<file path="src/rtl/perf_ctr_pkg.sv">
package perf_ctr_pkg;

    localparam int unsigned CTR_W   = 64;
    localparam int unsigned XLEN    = 32;
    localparam int unsigned N_FIXED = 3;
    localparam int unsigned IDX_W   = 5;
    localparam int unsigned ADDR_W  = 12;

    // address bits 11:5 select a window of 32 slots
    localparam logic [ADDR_W-IDX_W-1:0] LO_WINDOW = 7'h60;
    localparam logic [ADDR_W-IDX_W-1:0] HI_WINDOW = 7'h64;

    typedef enum logic [1:0] {
        OP_READ = 2'b00,
        OP_SWAP = 2'b01,
        OP_SET  = 2'b10,
        OP_CLR  = 2'b11
    } csr_op_e;

    typedef struct packed {
        logic             hit;
        logic             high;
        logic [IDX_W-1:0] idx;
        logic             wr_intent;
        logic             impl;
    } csr_dec_t;

    typedef struct packed {
        logic [XLEN-1:0] rdata;
        logic            illegal;
    } csr_rsp_t;

endpackage

</file>
<file path="src/rtl/perf_ctr_cell.sv">
module perf_ctr_cell #(
    parameter int unsigned WIDTH = 64
) (
    input  logic             clk_i,
    input  logic             rst_ni,
    input  logic             inc_i,
    output logic [WIDTH-1:0] count_o
);

    typedef struct packed {
        logic [WIDTH-1:0] count;
    } cell_state_t;

    cell_state_t state_d, state_q;

    always_comb begin
        state_d = state_q;
        if (inc_i) begin
            state_d.count = state_q.count + WIDTH'(1);
        end
    end

    always_ff @(posedge clk_i or negedge rst_ni) begin
        if (!rst_ni) begin
            state_q <= '0;
        end else begin
            state_q <= state_d;
        end
    end

    assign count_o = state_q.count;


    count_moves_only_on_inc_chk: assert property (@(posedge clk_i) disable iff (!rst_ni)
        (count_o != $past(count_o)) |-> $past(inc_i));

endmodule

</file>
<file path="src/rtl/perf_csr_decode.sv">
module perf_csr_decode
    import perf_ctr_pkg::*;
#(
    parameter int unsigned NUM_HPM = 4
) (
    input  logic [ADDR_W-1:0] addr_i,
    input  logic [1:0]        op_i,
    input  logic              src_zero_i,
    output csr_dec_t          dec_o
);

    localparam int unsigned NUM_CTR = N_FIXED + NUM_HPM;

    csr_op_e                  op;
    logic [ADDR_W-IDX_W-1:0]  window;

    always_comb begin
        op     = csr_op_e'(op_i);
        window = addr_i[ADDR_W-1:IDX_W];

        dec_o.hit       = (window == LO_WINDOW) || (window == HI_WINDOW);
        dec_o.high      = (window == HI_WINDOW);
        dec_o.idx       = addr_i[IDX_W-1:0];
        dec_o.wr_intent = (op == OP_SWAP)
                        || (((op == OP_SET) || (op == OP_CLR)) && !src_zero_i);
        dec_o.impl      = (32'(addr_i[IDX_W-1:0]) < NUM_CTR);
    end

endmodule

</file>
<file path="src/rtl/perf_read_port.sv">
module perf_read_port
    import perf_ctr_pkg::*;
#(
    parameter int unsigned NUM_CTR      = 7,
    parameter bit          UNIMPL_TRAP  = 1'b1,
    parameter logic [31:0] UNIMPL_VALUE = 32'h0
) (
    input  logic                          clk_i,
    input  logic                          rst_ni,
    input  logic                          req_i,
    input  csr_dec_t                      dec_i,
    input  logic [NUM_CTR-1:0][CTR_W-1:0] counters_i,
    output logic [XLEN-1:0]               rdata_o,
    output logic                          illegal_o
);

    csr_rsp_t         rsp_d, rsp_q;
    logic [CTR_W-1:0] sel;
    logic [XLEN-1:0]  half;

    always_comb begin
        sel = '0;
        for (int i = 0; i < int'(NUM_CTR); i++) begin
            if (dec_i.idx == IDX_W'(i)) begin
                sel = counters_i[i];
            end
        end
        half = dec_i.high ? sel[CTR_W-1:XLEN] : sel[XLEN-1:0];

        rsp_d = '0;
        if (req_i && dec_i.hit) begin
            if (dec_i.wr_intent) begin
                rsp_d.illegal = 1'b1;
            end else if (!dec_i.impl) begin
                if (UNIMPL_TRAP) begin
                    rsp_d.illegal = 1'b1;
                end else begin
                    rsp_d.rdata = UNIMPL_VALUE;
                end
            end else begin
                rsp_d.rdata = half;
            end
        end
    end

    always_ff @(posedge clk_i or negedge rst_ni) begin
        if (!rst_ni) begin
            rsp_q <= '0;
        end else begin
            rsp_q <= rsp_d;
        end
    end

    assign rdata_o   = rsp_q.rdata;
    assign illegal_o = rsp_q.illegal;


    illegal_needs_req_chk: assert property (@(posedge clk_i) disable iff (!rst_ni)
        illegal_o |-> $past(req_i));


    idle_response_zero_chk: assert property (@(posedge clk_i) disable iff (!rst_ni)
        !req_i |=> (rdata_o == '0) && !illegal_o);


    illegal_zero_data_chk: assert property (@(posedge clk_i) disable iff (!rst_ni)
        illegal_o |-> (rdata_o == '0));

endmodule

</file>
<file path="src/rtl/perf_counter_bank.sv">
module perf_counter_bank
    import perf_ctr_pkg::*;
#(
    parameter int unsigned NUM_HPM      = 4,
    parameter bit          UNIMPL_TRAP  = 1'b1,
    parameter logic [31:0] UNIMPL_VALUE = 32'h0
) (
    input  logic               clk_i,
    input  logic               rst_ni,
    input  logic               core_active_i,
    input  logic               rtc_tick_i,
    input  logic               retire_i,
    input  logic               retire_exc_i,
    input  logic [NUM_HPM-1:0] event_i,
    input  logic               csr_req_i,
    input  logic [11:0]        csr_addr_i,
    input  logic [1:0]         csr_op_i,
    input  logic               csr_src_zero_i,
    output logic [31:0]        csr_rdata_o,
    output logic               csr_illegal_o
);

    localparam int unsigned NUM_CTR = N_FIXED + NUM_HPM;

    logic [NUM_CTR-1:0]            inc;
    logic [NUM_CTR-1:0][CTR_W-1:0] counts;
    csr_dec_t                      dec;

    always_comb begin
        inc[0] = core_active_i;
        inc[1] = rtc_tick_i;
        inc[2] = retire_i && !retire_exc_i;
        inc[NUM_CTR-1:N_FIXED] = event_i;
    end

    for (genvar g = 0; g < NUM_CTR; g++) begin : g_ctr
        perf_ctr_cell #(.WIDTH(CTR_W)) u_cell (
            .clk_i   (clk_i),
            .rst_ni  (rst_ni),
            .inc_i   (inc[g]),
            .count_o (counts[g])
        );
    end

    perf_csr_decode #(.NUM_HPM(NUM_HPM)) u_decode (
        .addr_i     (csr_addr_i),
        .op_i       (csr_op_i),
        .src_zero_i (csr_src_zero_i),
        .dec_o      (dec)
    );

    perf_read_port #(
        .NUM_CTR      (NUM_CTR),
        .UNIMPL_TRAP  (UNIMPL_TRAP),
        .UNIMPL_VALUE (UNIMPL_VALUE)
    ) u_read (
        .clk_i      (clk_i),
        .rst_ni     (rst_ni),
        .req_i      (csr_req_i),
        .dec_i      (dec),
        .counters_i (counts),
        .rdata_o    (csr_rdata_o),
        .illegal_o  (csr_illegal_o)
    );


    cycle_hold_when_gated_chk: assert property (@(posedge clk_i) disable iff (!rst_ni)
        !core_active_i |=> $stable(counts[0]));


    time_hold_without_tick_chk: assert property (@(posedge clk_i) disable iff (!rst_ni)
        !rtc_tick_i |=> $stable(counts[1]));


    faulting_retire_no_count_chk: assert property (@(posedge clk_i) disable iff (!rst_ni)
        (retire_i && retire_exc_i) |=> $stable(counts[2]));

endmodule

</file>
<file path="config.mk">
export PLATFORM = sky130hd
export DESIGN_NAME = perf_counter_bank
export DESIGN_NICKNAME = d
export VERILOG_FILES = /design/src/rtl/perf_ctr_pkg.sv /design/src/rtl/perf_ctr_cell.sv /design/src/rtl/perf_csr_decode.sv /design/src/rtl/perf_read_port.sv /design/src/rtl/perf_counter_bank.sv
export SDC_FILE = /design/constraint.sdc
export NUM_CORES = 1
export LEC_CHECK = 0
export ABC_AREA = 0
export ABC_CLOCK_PERIOD_IN_PS = 3000
export BUFFER_PORTS_ARGS = -buffer_cell sky130_fd_sc_hd__buf_2
export CAP_MARGIN = 25
export CORE_ASPECT_RATIO = 2
export CORE_MARGIN = 8
export CORE_UTILIZATION = 45
export CTS_CLUSTER_DIAMETER = 30
export DETAILED_ROUTE_END_ITERATION = 8
export GPL_TIMING_DRIVEN = 0
export HOLD_SLACK_MARGIN = 0.06
export MAX_ROUTING_LAYER = met4
export SETUP_SLACK_MARGIN = 0.1
export SLEW_MARGIN = 20
export SYNTH_ARGS = -nofsm -noshare
export SYNTH_HDL_FRONTEND = slang
export SYNTH_SLANG_ARGS = --single-unit
</file>
<file path="constraint.sdc">
create_clock -name clk_i -period 3 [get_ports clk_i]
set_input_delay 0.75 -clock clk_i [delete_from_list [all_inputs] [get_ports clk_i]]
set_output_delay 0.75 -clock clk_i [all_outputs]
set_load 0.01 [all_outputs]
</file>
==> impl_metrics.json <==
{
  "nets": 2649,
  "yosys.area_share.simple_pct": 22.1,
  "routed_wl_um": 90000,
  "p_per_area_mw_per_mm2": 624,
  "netlist.area_leader.share_pct": 48.7,
  "skew_ns": 0.0273,
  "cts_sinks": 481,
  "grt_usage_pct": 29.5,
  "die_h_um": 348,
  "initial_core_util_pct": 45.5,
  "grt_pass1_wl_um": 135000,
  "dpl_cell_area_sq_mm": 0.0261,
  "area_growth_pct": 18.3,
  "clock.fmax_mhz": 343,
  "ys_async_sr_fraction_pct": 100,
  "grt_pass1_vias": 21251,
  "synth_top_family_by_area": "simple AND/OR/NAND/NOR gates",
  "worstHoldStart": "event_i[2]",
  "arrival_ns": 3.37,
  "synthDistinctLibCells": 65,
  "cts_tree": "yes",
  "h-tree-depth": 3,
  "core_area_sq_mm": 0.0544,
  "die_w_um": 182,
  "syn-num-nets": 2485,
  "num_antenna_cells": 0,
  "firstDrtPassIters": 6,
  "ys_seq_area_share_pct": 48.7,
  "dpl.hpwl_um": 69600,
  "final_common_cell": "dfrtp_1",
  "rsz0062_at_grt": "no",
  "crit_start": "csr_addr_i[6]",
  "worst_setup_path_end_kind": "flop",
  "min_path_type": "in2reg",
  "yosys.area_share.xor_xnor_pct": 15.6,
  "globalRouteOverflowTotal": 0,
  "final_cell_area_sq_mm": 0.0293,
  "status": "finished, final reports clean",
  "wl_per_cell_um": 26.8,
  "synth.area.top_cells": "dfrtp_1 (49%), xnor2_1 (8.1%), xor2_1 (7.5%), nand4_1 (3.4%), nand3_1 (3.1%)",
  "start_kind": "primary input",
  "worst-setup-path-type": "in2reg",
  "synth-adder-area-share_pct": 0.354,
  "final-hold-violation-count": 0,
  "ir_drop_v": 0.000449,
  "synth_compound_area_share_pct": 7.86,
  "ys_seq_elements": 481,
  "synthesis.area_sq_mm": 0.0247,
  "grt_max_degree": 102,
  "relSlewSlack_pct": 32.5,
  "synth_edf_count": 0,
  "synthCells": 2452,
  "globalplace.congestion": 1.01,
  "antenna_left": 0,
  "yosys.area.top_type": "dfrtp_1",
  "final_cell_mix": "dfrtp_1 (481), xnor2_1 (230), xor2_1 (211), nand2_1 (176), nor2_1 (172)",
  "synth.avg_cell_area_sq_um": 10.1,
  "dieArea_sq_mm": 0.0632,
  "antenna_found_initial": 1,
  "finalMaxSlewViolations": 0,
  "path_max_fanout": 10,
  "io_pins": 59,
  "clkTransAtPathRegs_ns": 0.06,
  "period_needed_ns": 2.92,
  "cts_root_buf": "clkbuf_16",
  "setup-violations-final": 0,
  "insertion_delay_ns": 0.63,
  "worstPathRequired_ns": 3.46,
  "maxCapViolations": 0,
  "via_per_inst": 6.07,
  "io_buffers": 57,
  "vias": 20374,
  "ys_warn_count": 0,
  "cts_buffer_depth": 3,
  "drive_above_1_share_pct": 12.2,
  "synth-main-ff-cell": "dfrtp_1",
  "worst_slew_pin_slew_ns": 1.01,
  "power_mw": 18.3,
  "route.detailed.drc": 0,
  "cts_buffers": 82,
  "post-route-period-util_pct": 97.2,
  "rows": 121,
  "drt_iter0_markers": 1301,
  "p_leak_nw": 13.2,
  "synth.area.mux_share_pct": 3.01,
  "rr_startpoint": "g_ctr[6].u_cell.count_o[18]"
}
## what timing repair did
| action | 4_1_cts | 5_1_grt |
|---|---|---|
| buffers inserted | 10 | 5 |
| hold buffers | 1 | 0 |
| endpoints found under the setup margin | 63 | 66 |
| resized for setup | 39 | 32 |
| pin swaps | 4 | 4 |
| endpoints found under the hold margin | 16 | 0 |
## critical path, stage by stage
cell      delay (ns)
buf_2           0.09
or4b_1          0.68
nor3_2          0.34
nand2_2         0.20
clkbuf_4        0.28
or4_1           0.81
o41ai_2         0.20
## per-stage QoR
step	setup WS [ns]	setup TNS, ns	cells	utilization [%]	hold WS, ns
4_1_cts	0.0858	0	3350	53.6	0.355
6_report	0.0847	0	3355	53.8	0.378
3_3_place_gp	-8.72	-4225.02	3185	47.6	0.457
2_1_floorplan	0.370	0	2452	-	0.441
5_1_grt	0.100	0	3355	53.8	0.379
3_5_place_dp	-1.21	-42.18	3193	47.9	0.458
## cell type report
| class | count | area [sq um] |
|---|---|---|
| Inverter | 60 | 225 |
| Tap cell | 676 | 846 |
| Clock inverter | 45 | 526 |
| Timing Repair Buffer | 81 | 573 |
| Multi-Input combinational cell | 1820 | 12300 |
| Sequential cell | 481 | 12000 |
| Fill cell | 4859 | 25100 |
| Buffer | 90 | 410 |
| Clock buffer | 102 | 2330 |
## final timing paths
path | end | slack, ns | cells past startpoint
max | u_read.rdata_o[16] | 0.08 | 7
min | g_ctr[5].u_cell.count_o[0] | 0.38 | 2
max reg2reg | g_ctr[6].u_cell.count_o[48] | 0.10 | 5
min reg2reg | g_ctr[6].u_cell.count_o[63] | 0.47 | 1
max in group asynchronous | g_ctr[4].u_cell.count_o[55] | 1.17 | 4
min in group asynchronous | g_ctr[0].u_cell.count_o[1] | 0.56 | 2
## sequential cells by signal, indices dropped and copies added (netlist names)
| register | count |
|---|---|
| u_read.illegal_o | 1 |
| u_read.rdata_o | 32 |
| g_ctr.u_cell.count_o | 448 |
## layer usage
layer	vias to the layer above	global-route usage, %	wire length, um	share of wire [%]
li1	9217	-	-	-
met1	10128	29.0	30800	34
met2	733	49.8	45800	51
met3	296	4.71	4320	4.8
met4	0	26.1	9050	10
met5	-	-	0	0
## kinds of logic (layout without fill, tap and decap cells)
logic type / count (synthesis) / after routing
xor gates and xnor gates: 441 / 441
AOI/OAI and AO/OA: 266 / 266
adders and majority gates: 7 / 7
muxes: 73 / 73
and+or+nand+nor: 1033 / 1033
buffers and inverters: 151 / 378
DFF: 481 / 481
## power by group
part | internal [mW] | leakage [nW] | switching, mW
clock | 6.25 | 1.40 | 3.51
combinational | 0.495 | 5.38 | 0.712
sequential | 6.81 | 6.44 | 0.474
## cells in the mapped netlist (51+ instances only)
master and instances:
nand3_1 152, dfrtp_1 481, nand4_1 133, nor3_1 120, nor4_1 57, a221oi_1 51
clkbuf_1 66, xor2_1 211, inv_1 60, xnor2_1 230, nor2_1 175, mux2i_1 62
nand2_1 179
Power figures use the tool's default switching activity.
